`src/rtl/cmo_walk_pkg.sv`:
```
// Shared types for the cache range walker.
// Assumes nothing beyond standard SystemVerilog.
package cmo_walk_pkg;

    // Walk phases: idle, tag lookup, tag update
    typedef enum logic [1:0] {
        WK_IDLE   = 2'd0,
        WK_LOOKUP = 2'd1,
        WK_UPDATE = 2'd2
    } walk_phase_e;

    // Action decided for one visited line
    typedef struct packed {
        logic write;     // tag store must be written
        logic valid;     // new valid bit
        logic dirty;     // new dirty bit
        logic wb;        // a dirty line became clean
    } line_act_t;

endpackage

```
`src/rtl/cmo_range_calc.sv`:
```
// Range rounding: turns a byte range into a half-open range of line addresses.
// Assumes LINE_BYTES is a power of two. Results are ADDR_W+2 bits wide,
// so the end address never wraps.
module cmo_range_calc #(
    parameter int ADDR_W     = 32,
    parameter int LEN_W      = 16,
    parameter int LINE_BYTES = 64,
    localparam int PTR_W     = ADDR_W + 2
) (
    input  logic [ADDR_W-1:0] addr,
    input  logic [LEN_W-1:0]  bytes_n,
    output logic [PTR_W-1:0]  first_line,
    output logic [PTR_W-1:0]  end_line
);
    localparam logic [PTR_W-1:0] OFF_MASK = PTR_W'(LINE_BYTES - 1);

    logic [PTR_W-1:0] span_sum;

    // Round the start down and the end up to line boundaries
    always_comb begin
        span_sum   = PTR_W'(addr) + PTR_W'(bytes_n) + OFF_MASK;
        first_line = PTR_W'(addr) & ~OFF_MASK;
        end_line   = span_sum & ~OFF_MASK;
    end

endmodule

```
`src/rtl/cmo_line_policy.sv`:
```
// Per-line maintenance policy. Given the lookup result and the request
// flags, it decides the new tag state and whether a writeback is due.
// The clean action is taken first: a dirty line that is also invalidated
// still counts a writeback.
module cmo_line_policy
    import cmo_walk_pkg::*;
(
    input  logic      hit,
    input  logic      dirty,
    input  logic      do_clean,
    input  logic      do_inval,
    output line_act_t act
);
    // Combine clean and invalidate for a single line
    always_comb begin
        act.wb    = hit & do_clean & dirty;
        act.write = hit & ((do_clean & dirty) | do_inval);
        act.valid = ~do_inval;
        act.dirty = dirty & ~do_clean & ~do_inval;
    end

endmodule

```
`src/rtl/cmo_walk_ctrl.sv`:
```
// Walk sequencer. It latches an accepted request and visits each line
// from the first line up to the end line. Each line takes one lookup cycle
// and then one update cycle. It signals walk_end in the cycle that
// finishes the walk; for an empty range, that is the accepting cycle.
// Assumes the external tag store answers a lookup in the same cycle.
module cmo_walk_ctrl
    import cmo_walk_pkg::*;
#(
    parameter int ADDR_W     = 32,
    parameter int LEN_W      = 16,
    parameter int LINE_BYTES = 64,
    parameter int SETS       = 64,
    parameter int WAYS       = 4,
    localparam int PTR_W     = ADDR_W + 2,
    localparam int OFF_W     = $clog2(LINE_BYTES),
    localparam int SET_W     = $clog2(SETS),
    localparam int WAY_W     = $clog2(WAYS)
) (
    input  logic              clk,
    input  logic              rst_n,
    input  logic              start,
    input  logic [ADDR_W-1:0] addr,
    input  logic [LEN_W-1:0]  bytes_n,
    input  logic              do_clean,
    input  logic              do_inval,
    input  logic [PTR_W-1:0]  first_line,
    input  logic [PTR_W-1:0]  end_line,
    input  logic              lk_hit,
    input  logic [WAY_W-1:0]  lk_way,
    input  logic              lk_dirty,
    output logic              idle,
    output logic              lk_valid,
    output logic [ADDR_W-1:0] lk_addr,
    output logic              upd_en,
    output logic [SET_W-1:0]  upd_set,
    output logic [WAY_W-1:0]  upd_way,
    output logic              upd_valid,
    output logic              upd_dirty,
    output logic              wb_pulse,
    output logic              walk_end,
    output logic [ADDR_W-1:0] org_addr,
    output logic [LEN_W-1:0]  org_bytes,
    output logic              org_clean,
    output logic              org_inval
);
    localparam logic [PTR_W-1:0] STEP = PTR_W'(LINE_BYTES);

    walk_phase_e      phase;
    logic [PTR_W-1:0] cur_line;
    logic [PTR_W-1:0] stop_line;
    logic [PTR_W-1:0] next_line;
    logic             hit_q;
    logic [WAY_W-1:0] way_q;
    logic             dirty_q;
    logic             more_lines;
    line_act_t        act;

    // Address of the line after the current one, and whether it is in range
    always_comb begin
        next_line  = cur_line + STEP;
        more_lines = (next_line < stop_line);
    end

    // Decide the tag update from the captured lookup result
    cmo_line_policy u_policy (
        .hit      (hit_q),
        .dirty    (dirty_q),
        .do_clean (org_clean),
        .do_inval (org_inval),
        .act      (act)
    );

    // Phase sequencing, request capture and lookup result capture
    always_ff @(posedge clk) begin
        if (!rst_n) begin
            phase     <= WK_IDLE;
            cur_line  <= '0;
            stop_line <= '0;
            hit_q     <= 1'b0;
            way_q     <= '0;
            dirty_q   <= 1'b0;
            org_addr  <= '0;
            org_bytes <= '0;
            org_clean <= 1'b0;
            org_inval <= 1'b0;
        end else begin
            case (phase)
                WK_IDLE: begin
                    if (start) begin
                        org_addr  <= addr;
                        org_bytes <= bytes_n;
                        org_clean <= do_clean;
                        org_inval <= do_inval;
                        cur_line  <= first_line;
                        stop_line <= end_line;
                        phase     <= (first_line < end_line) ? WK_LOOKUP : WK_IDLE;
                    end
                end
                WK_LOOKUP: begin
                    hit_q   <= lk_hit;
                    way_q   <= lk_way;
                    dirty_q <= lk_dirty;
                    phase   <= WK_UPDATE;
                end
                WK_UPDATE: begin
                    cur_line <= next_line;
                    phase    <= more_lines ? WK_LOOKUP : WK_IDLE;
                end
                default: phase <= WK_IDLE;
            endcase
        end
    end

    // Drive the lookup and update ports and the end-of-walk strobe
    always_comb begin
        idle      = (phase == WK_IDLE);
        lk_valid  = (phase == WK_LOOKUP);
        lk_addr   = cur_line[ADDR_W-1:0];
        upd_en    = (phase == WK_UPDATE) & act.write;
        upd_set   = cur_line[OFF_W +: SET_W];
        upd_way   = way_q;
        upd_valid = act.valid;
        upd_dirty = act.dirty;
        wb_pulse  = (phase == WK_UPDATE) & act.wb;
        walk_end  = ((phase == WK_IDLE) & start & ~(first_line < end_line)) |
                    ((phase == WK_UPDATE) & ~more_lines);
    end

    // a lookup cycle is always followed by a cycle without lookup
    a_r4_lookup_then_update: assert property (@(posedge clk) disable iff (!rst_n)
        lk_valid |=> !lk_valid);

    // consecutive lookups of one walk are exactly one line apart
    a_r2_line_step: assert property (@(posedge clk) disable iff (!rst_n)
        (lk_valid && $past(lk_valid, 2)) |->
            (lk_addr == $past(lk_addr, 2) + ADDR_W'(LINE_BYTES)));

    // no lookup at or beyond the end line
    a_r3_inside_range: assert property (@(posedge clk) disable iff (!rst_n)
        lk_valid |-> (cur_line < stop_line));

    // a tag write only follows a lookup that hit
    a_r5_write_needs_hit: assert property (@(posedge clk) disable iff (!rst_n)
        upd_en |-> ($past(lk_valid) && $past(lk_hit)));

    // a writeback pulse always comes with a write that clears dirty
    a_r6_wb_clears_dirty: assert property (@(posedge clk) disable iff (!rst_n)
        wb_pulse |-> (upd_en && !upd_dirty));

endmodule

```
`src/rtl/cmo_fwd_stage.sv`:
```
// Completion stage. With a next level, it offers the finished request on
// a valid/ready port and raises done after the handshake. Without one, it
// raises done in the cycle after the walk ends. The busy output covers
// the time from the end of the walk until done.
module cmo_fwd_stage #(
    parameter bit HAS_NEXT = 1'b1
) (
    input  logic clk,
    input  logic rst_n,
    input  logic walk_end,
    input  logic nl_ready,
    output logic nl_valid,
    output logic done,
    output logic busy
);
    generate
        if (HAS_NEXT) begin : g_next
            logic pend_q;
            logic done_q;

            // Hold the forwarded request until the next level takes it
            always_ff @(posedge clk) begin
                if (!rst_n) begin
                    pend_q <= 1'b0;
                    done_q <= 1'b0;
                end else begin
                    done_q <= pend_q & nl_ready;
                    if (walk_end)
                        pend_q <= 1'b1;
                    else if (nl_ready)
                        pend_q <= 1'b0;
                end
            end

            assign nl_valid = pend_q;
            assign done     = done_q;
            assign busy     = pend_q;

            // the offer stays up until it is accepted
            a_r8_offer_held: assert property (@(posedge clk) disable iff (!rst_n)
                (nl_valid && !nl_ready) |=> nl_valid);

            // done only follows a completed handshake
            a_r8_done_after_accept: assert property (@(posedge clk) disable iff (!rst_n)
                done |-> $past(nl_valid && nl_ready));
        end else begin : g_leaf
            logic done_q;

            // Signal completion right after the walk
            always_ff @(posedge clk) begin
                if (!rst_n) done_q <= 1'b0;
                else        done_q <= walk_end;
            end

            assign nl_valid = 1'b0;
            assign done     = done_q;
            assign busy     = 1'b0;

            // done follows the end of the walk by one cycle
            a_r9_done_after_walk: assert property (@(posedge clk) disable iff (!rst_n)
                done |-> $past(walk_end));
        end
    endgenerate

endmodule

```
`src/rtl/cmo_range_walker.sv`:
```
// Top of the cache range clean/invalidate walker. It takes one request at
// a time, walks the covered lines through the external tag store, counts
// the writebacks and then completes through the forwarding stage.
// Assumes a lookup answered in the cycle it is issued, a tag store that
// takes one update per cycle, and power-of-two line size, sets and ways.
module cmo_range_walker #(
    parameter int ADDR_W     = 32,
    parameter int LEN_W      = 16,
    parameter int LINE_BYTES = 64,
    parameter int SETS       = 64,
    parameter int WAYS       = 4,
    parameter int WB_W       = 32,
    parameter bit HAS_NEXT   = 1'b1,
    localparam int PTR_W     = ADDR_W + 2,
    localparam int SET_W     = $clog2(SETS),
    localparam int WAY_W     = $clog2(WAYS)
) (
    input  logic              clk,
    input  logic              rst_n,
    input  logic              req_valid,
    output logic              req_ready,
    input  logic [ADDR_W-1:0] req_addr,
    input  logic [LEN_W-1:0]  req_bytes,
    input  logic              req_clean,
    input  logic              req_inval,
    output logic              lk_valid,
    output logic [ADDR_W-1:0] lk_addr,
    input  logic              lk_hit,
    input  logic [WAY_W-1:0]  lk_way,
    input  logic              lk_dirty,
    output logic              upd_en,
    output logic [SET_W-1:0]  upd_set,
    output logic [WAY_W-1:0]  upd_way,
    output logic              upd_valid,
    output logic              upd_dirty,
    output logic              wb_pulse,
    output logic [WB_W-1:0]   wb_count,
    output logic              nl_valid,
    input  logic              nl_ready,
    output logic [ADDR_W-1:0] nl_addr,
    output logic [LEN_W-1:0]  nl_bytes,
    output logic              nl_clean,
    output logic              nl_inval,
    output logic              done
);
    logic             start;
    logic             walk_idle;
    logic             walk_end;
    logic             fwd_busy;
    logic [PTR_W-1:0] first_line;
    logic [PTR_W-1:0] end_line;

    // Accept a request only when both the walk and the forward stage are free
    always_comb begin
        req_ready = walk_idle & ~fwd_busy;
        start     = req_valid & req_ready;
    end

    cmo_range_calc #(
        .ADDR_W     (ADDR_W),
        .LEN_W      (LEN_W),
        .LINE_BYTES (LINE_BYTES)
    ) u_range (
        .addr       (req_addr),
        .bytes_n    (req_bytes),
        .first_line (first_line),
        .end_line   (end_line)
    );

    cmo_walk_ctrl #(
        .ADDR_W     (ADDR_W),
        .LEN_W      (LEN_W),
        .LINE_BYTES (LINE_BYTES),
        .SETS       (SETS),
        .WAYS       (WAYS)
    ) u_ctrl (
        .clk        (clk),
        .rst_n      (rst_n),
        .start      (start),
        .addr       (req_addr),
        .bytes_n    (req_bytes),
        .do_clean   (req_clean),
        .do_inval   (req_inval),
        .first_line (first_line),
        .end_line   (end_line),
        .lk_hit     (lk_hit),
        .lk_way     (lk_way),
        .lk_dirty   (lk_dirty),
        .idle       (walk_idle),
        .lk_valid   (lk_valid),
        .lk_addr    (lk_addr),
        .upd_en     (upd_en),
        .upd_set    (upd_set),
        .upd_way    (upd_way),
        .upd_valid  (upd_valid),
        .upd_dirty  (upd_dirty),
        .wb_pulse   (wb_pulse),
        .walk_end   (walk_end),
        .org_addr   (nl_addr),
        .org_bytes  (nl_bytes),
        .org_clean  (nl_clean),
        .org_inval  (nl_inval)
    );

    cmo_fwd_stage #(
        .HAS_NEXT (HAS_NEXT)
    ) u_fwd (
        .clk      (clk),
        .rst_n    (rst_n),
        .walk_end (walk_end),
        .nl_ready (nl_ready),
        .nl_valid (nl_valid),
        .done     (done),
        .busy     (fwd_busy)
    );

    // Count cleaned dirty lines; the counter wraps
    always_ff @(posedge clk) begin
        if (!rst_n)        wb_count <= '0;
        else if (wb_pulse) wb_count <= wb_count + WB_W'(1);
    end

    // each writeback pulse advances the counter by one
    a_r6_count_step: assert property (@(posedge clk) disable iff (!rst_n)
        wb_pulse |=> (wb_count == $past(wb_count) + WB_W'(1)));

    // no request is taken while a walk is in progress
    a_r10_busy_walk: assert property (@(posedge clk) disable iff (!rst_n)
        (lk_valid || upd_en) |-> !req_ready);

    // the forwarded payload does not move while it waits
    a_r8_payload_stable: assert property (@(posedge clk) disable iff (!rst_n)
        (nl_valid && !nl_ready) |=>
            ($stable(nl_addr) && $stable(nl_bytes) && $stable(nl_clean) && $stable(nl_inval)));

    // done is a single-cycle pulse
    a_r9_done_pulse: assert property (@(posedge clk) disable iff (!rst_n)
        done |=> !done);

endmodule

```
`config.mk`:
```
export PLATFORM = sky130hd
export DESIGN_NAME = cmo_range_walker
export DESIGN_NICKNAME = d
export VERILOG_FILES = /design/src/rtl/cmo_walk_pkg.sv /design/src/rtl/cmo_range_calc.sv /design/src/rtl/cmo_line_policy.sv /design/src/rtl/cmo_walk_ctrl.sv /design/src/rtl/cmo_fwd_stage.sv /design/src/rtl/cmo_range_walker.sv
export SDC_FILE = /design/constraint.sdc
export NUM_CORES = 1
export LEC_CHECK = 0
export ABC_AREA = 1
export BUFFER_PORTS_ARGS = -buffer_cell sky130_fd_sc_hd__buf_2
export CAP_MARGIN = 20
export CORE_UTILIZATION = 45
export CTS_BUF_LIST = sky130_fd_sc_hd__clkbuf_2 sky130_fd_sc_hd__clkbuf_4 sky130_fd_sc_hd__clkbuf_8
export DETAILED_ROUTE_END_ITERATION = 8
export PLACE_DENSITY = 0.65
export SETUP_SLACK_MARGIN = 0.02
export SLEW_MARGIN = 15
export SYNTH_ARGS = -nofsm -noshare
export SYNTH_HDL_FRONTEND = slang
export SYNTH_SLANG_ARGS = --single-unit
```
`constraint.sdc`:
```
create_clock -name clk -period 6.5 [get_ports clk]
set_input_delay 1.3 -clock clk [delete_from_list [all_inputs] [get_ports clk]]
set_output_delay 1.3 -clock clk [all_outputs]
set_load 0.1 [all_outputs]
```
==> run metrics, run 1 <==
status=completed; Cells after DPL=2020; Final Critical Period=4.72 ns; Mapped Area=0.0104 mm2; pins over their slew limit=0; routed len/inst=14.3 um; Bufs and invs on worst path=3; layout net count=1883; Final Hold Vio Count=0; clk buf depth=2; total global routing overflow=0; Max-Cap Viols=0; Worst Max-Slew Pin Slew=0.840 ns; largest net degree at the start of global routing=87; Die ar.=0.0236 mm2; kind of critical path=in2reg; Synth Flop Type=dfxtp_1; Non-Filler Instances=2050; slack of the critical path=1.78 ns; Inserted Diodes=0; Placeable Area=0.0226 mm2; layout cells sized above 1=15.8%; Post-DRT Antenna Nets=0; commonest non-fill, non-tap cells in the layout=nand2_1 (480), inv_1 (237), buf_2 (181), dfxtp_1 (146), a21oi_1 (125); critical path's slowest cell=fa_1; hold path start=u_ctrl.stop_line[33]; first-pass detailed-route iteration total=7; Die Ht=154 um; final hold slack=0.455 ns; vias=10.5k; Synth async-reset ratio=0%; Warnings, synthesis=0; clock-pin slew on the worst setup and hold paths=0.09 ns; Worst Skew=0.0176 ns; post-layout util=51.4%; maximum VDD drop=0.000103 V; crit path capture type=register; Initial Utilization=45.9%; setup total negative slack=0 ns; CTS H-tree depth=4; area growth from synthesis to layout=12.1%; post-synthesis register bit count=146; Mapped Cells=1623; Synth cell types=51; number of vias per cell=5.11; Worst Path Max Fanout=4; DRC=0; first-pass GRT wire length=47.6 mm; Post-synth EDFFs=0; Placement Setup Slack=1.36 ns; DR iter-0 viols=637; clock latency at the later pin of the worst-skew pair=0.44 ns; Setup violations, final=0; worst min-delay path class=reg2reg; Slew headroom=44.0%; start point of the critical path=req_addr[0]; Max stage delay on crit path=0.38 ns; CTS tree=built; reg2reg start=u_ctrl.cur_line[6]; post-synthesis sequential area ratio=28.2%; commonest non-fill, non-tap cell in the layout=nand2_1; CP most frequent cell=nand2_1; Die Wd=154 um; RSZ-0062 raised after global routing=no; Worst Setup Start Kind=input port; max frequency=212 MHz; number of I/O port buffers=181; Crit path max-delay family=simple AND/OR/NAND/NOR gates; IO Count=188; Post-CTS Hold Buffers=0; leak pwr=5.93 nW; CTS resizes=0; fin crit share=72.7%; number of post-CTS setup repair buffers=0; # rows=55; Syn Area/Cell=6.38 um2; Crit path required time=6.80 ns; WP data arrival=5.02 ns; clock sink count=146; initial antenna violation count=0; Total Routing Usage GR=25.0%; pwr/cell area=251 mW/mm2; GPL Wtd Cong=0.947; vias in the first global route=9505; root buffer cell=clkbuf_8; TritonCTS buffer count=17; routed wire length=29.4 mm; HPWL Detailed=23.1 mm
kinds of logic after synthesis:
family | count (synthesis) | synth area share (%)
AO/OA/AOI/OAI | 230 | 12.0
XOR/XNOR | 48 | 4.13
adder cells (fa/ha/maj) | 71 | 8.65
buffers and inverters | 327 | 13.3
flip-flops | 146 | 28.2
other | 1 | 0.0362
AND/OR/NAND/NOR | 800 | 33.6
cell usage after synthesis (3+ instances only):
| master | count | share of area, % |
|---|---|---|
| nor2_1 | 124 | 4.5 |
| buf_4 | 39 | 2.8 |
| nor3_2 | 4 | 0.39 |
| nand3b_1 | 6 | 0.43 |
| nor2_4 | 7 | 0.76 |
| xor2_1 | 36 | 3.0 |
| clkbuf_1 | 33 | 1.2 |
| o21a_1 | 6 | 0.43 |
| nand2_1 | 481 | 17 |
| o211ai_1 | 4 | 0.29 |
| a31oi_1 | 23 | 1.4 |
| o21ai_0 | 58 | 2.8 |
| buf_1 | 5 | 0.18 |
| ha_1 | 70 | 8.5 |
| dfxtp_1 | 146 | 28 |
| nor3_1 | 30 | 1.4 |
| nand3_1 | 76 | 3.7 |
| a211oi_1 | 3 | 0.22 |
| nor4_1 | 5 | 0.30 |
| xnor2_1 | 11 | 0.93 |
| nand3_2 | 4 | 0.39 |
| nand2_2 | 14 | 0.85 |
| inv_2 | 10 | 0.36 |
| inv_1 | 239 | 8.7 |
| nand4_1 | 28 | 1.7 |
| a21oi_1 | 125 | 6.0 |
| nor2_2 | 9 | 0.54 |
tightest hold or removal path, stage by stage, from the launching register on:
cell	delay [ns]
dfxtp_1	0.30
inv_1	0.06
nor3_1	0.05
registers in the layout (all words and copies together) (netlist names):
register	cells
u_fwd.done	1
u_ctrl.cur_line	28
u_ctrl.dirty_q	1
u_ctrl.hit_q	1
u_ctrl.org_clean	1
u_ctrl.upd_way	2
u_fwd.busy	1
u_ctrl.org_bytes	16
u_ctrl.org_inval	1
u_ctrl.org_addr	32
u_ctrl.stop_line	28
wb_count	32
u_ctrl.phase	2
final cells by class:
type	instances	area (um2)
Inverter	249	936
Tap cell	285	357
Multi-Input combinational cell	1155	6080
Fill cell	2371	11000
Timing Repair Buffer	185	936
Clock buffer	20	269
Clock inverter	10	110
Sequential cell	146	2920
layer usage:
layer / vias up / routed length, um / global-route usage, %
met4: 0 / 488 / 6.81
met1: 4785 / 14600 / 34.7
met5: - / 0 / 0
met2: 272 / 13000 / 40.3
met3: 29 / 1280 / 3.55
li1: 5398 / - / -
through the flow:
step	total power (W)	area, um2
5_1_grt	0.00308	11600
6_report	0.00291	11600
2_1_floorplan	0.00200	10400
3_3_place_gp	0.00220	11200
4_1_cts	0.00293	11600
3_5_place_dp	0.00221	11200
where the power goes:
group          switching (W)  total (W)  internal [W]  leakage (nW)
Combinational       0.000905    0.00116      0.000254          4.54
Clock               0.000357   0.000717      0.000360         0.198
Sequential         0.0000592    0.00103      0.000974          1.20
worst paths after layout:
path	to	slack [ns]	cells past startpoint
setup reg to reg	u_ctrl.phase[0]	2.76	21
hold reg to reg	u_ctrl.stop_line[33]	0.45	2
setup / recovery	u_fwd.busy	1.78	30
hold / removal	u_ctrl.stop_line[33]	0.45	2
Note: power is estimated with default switching activity, not from simulation.
==> run 2: changes to the inputs <==
==> constraint.sdc (replaced) <==
create_clock -name clk -period 4.36 [get_ports clk]
set_input_delay 0.872 -clock clk [delete_from_list [all_inputs] [get_ports clk]]
set_output_delay 0.872 -clock clk [all_outputs]
set_load 0.1 [all_outputs]
==> run 2 against run 1 <==
  * Design area rose by 4.2%
  * Sequential power rose by 50%
  * Worst setup slack got worse by 1.4 ns
  * Cell count rose by 2.7%
  * Highest routed layer unchanged
==> run metrics, run 2 (synthesis results as in run 1) <==
DRC=0; Hold Path Depth=2; layout cells sized above 1=18.7%; Final Critical Period=4.01 ns; Max-Cap Viols=0; first-pass detailed-route iteration total=5; Worst Setup Start Kind=input port; RSZ-0062 raised after global routing=no; clock latency at the later pin of the worst-skew pair=0.46 ns; Max stage delay on crit path=0.37 ns; setup total negative slack=0 ns; layer with the highest usage=met2; worst min-delay path class=reg2reg; Crit path max-delay family=simple AND/OR/NAND/NOR gates; Reg2Reg Setup Slack=0.56 ns; Worst Path Max Fanout=5; vias=10.7k; initial antenna violation count=0; number of vias per cell=5.09; critical path's slowest cell=ha_1; met2 usage=42.5%; Die Wd=154 um; area growth from synthesis to layout=16.8%; Post-CTS Hold Buffers=0; worst reg2reg path depth=21; Worst Max-Slew Pin Slew=0.882 ns; clk buf depth=2; Cells after DPL=2072; GPL Wtd Cong=0.950; TritonCTS buffer count=17; Post-DRT Antenna Nets=0; number of I/O port buffers=181; first-pass GRT wire length=48.7 mm; CP most frequent cell=nand2_1; Largest regs=u_ctrl.org_addr: 32 flops, wb_count: 32 flops; DR iter-0 viols=732; HPWL Detailed=23.7 mm; GR met1 Demand/Resource=34.6%; crit path capture type=register; clock sink count=146; CTS tree=built; hold path start=u_ctrl.stop_line[33]; commonest non-fill, non-tap cell in the layout=nand2_1; reg2reg start=u_ctrl.cur_line[6]; status=completed; Setup violations, final=0; Worst Skew=0.0244 ns; Bufs and invs on worst path=1; Initial Utilization=45.9%; IO Count=188; # rows=55; leak pwr=6.22 nW; Total Routing Usage GR=25.6%; Die ar.=0.0236 mm2; routed len/inst=14.2 um; pins over their slew limit=0; post-layout util=53.6%; CTS H-tree depth=4; Inserted Diodes=0; max frequency=250 MHz; WP data arrival=4.38 ns; pwr/cell area=371 mW/mm2; routed wire length=29.8 mm; GRT met3 Usage=3.24%; commonest non-fill, non-tap cells in the layout=nand2_1 (479), inv_1 (236), buf_2 (181), dfxtp_1 (146), a21oi_1 (125); fin crit share=91.9%; root buffer cell=clkbuf_8; kind of critical path=in2reg; Final Hold Vio Count=0; total global routing overflow=0; fillcell total=2271; Placeable Area=0.0226 mm2; Worst Hold End=u_ctrl.stop_line[33]; clock-pin slew on the worst setup and hold paths=0.08 ns; largest net degree at the start of global routing=66; Crit path required time=4.73 ns; Die Ht=154 um; r2r endpoint=u_ctrl.phase[0]; Non-Filler Instances=2105; maximum VDD drop=0.000178 V; layout net count=1936; vias in the first global route=10.1k; Slew headroom=41.1%
-- run 2: final cells by class --
| class | count | area, um2 | share of cell area (%) |
|---|---|---|---|
| multi-input cells | 1155 | 6130 | 50.6 |
| flip-flops and latches | 146 | 2920 | 24.2 |
| repair buffers | 238 | 1350 | 11.1 |
| inverters | 249 | 936 | 7.74 |
| well taps | 285 | 357 | 2.95 |
| clock buffers | 19 | 249 | 2.06 |
| clock inverters | 13 | 161 | 1.33 |
-- run 2: worst max path at each step --
| stage | from | endpoint | slack, ns | cells past startpoint |
|---|---|---|---|---|
| 3_5_place_dp | req_addr[0] | u_fwd.busy | -0.13 | 30 |
| 4_1_cts | req_addr[0] | u_ctrl.phase[0] | 0.34 | 29 |
| 2_1_floorplan | u_fwd.busy | u_ctrl.cur_line[21] | 0.03 | 7 |
| 5_1_grt | req_addr[5] | u_fwd.busy | 0.02 | 28 |
| 6_report | req_addr[4] | u_ctrl.phase[0] | 0.35 | 27 |
| 3_3_place_gp | req_addr[0] | u_fwd.busy | -0.02 | 31 |
-- run 2: worst reg2reg max path, delay by kind of cell (launching register included) --
kind            cells  cell delay, ns
compound gates      4            0.67
xor+xnor            1            0.28
fa+ha+maj           2            0.50
buf+inv             2            0.12
flops               1            0.45
simple gates       12            1.71
-- run 2: repair_timing --
action / CTS / global route
endpoints found under the setup margin: 0 / 2
resized for setup: 0 / 11
setup buffers: 0 / 1
-- run 2: per-layer routing --
metal  share of wire [%]  up-vias  wire (um)
li1                    -     5500          -
met1                  48     4857      14300
met2                  45      306      13400
met3                 5.1       41       1530
met4                 1.9        0        563
met5                   0        -          0
-- run 2: report_power, final --
| part | leakage [nW] | total, W | internal (W) | switching (W) |
|---|---|---|---|---|
| clock network | 0.211 | 0.00114 | 0.000580 | 0.000557 |
| logic | 4.81 | 0.00181 | 0.000440 | 0.00137 |
| registers | 1.20 | 0.00154 | 0.00145 | 0.0000877 |
-- run 2: metrics by stage --
step | total power, W | hold WS, ns | setup slack, ns | instance area (um2)
after floorplan | 0.00298 | 0.430 | 0.0314 | 10400
after global placement | 0.00334 | 0.445 | -0.0224 | 11600
after detailed placement | 0.00336 | 0.450 | -0.131 | 11600
after CTS | 0.00450 | 0.463 | 0.337 | 12000
after global routing | 0.00473 | 0.478 | 0.0171 | 12100
final | 0.00449 | 0.459 | 0.354 | 12100
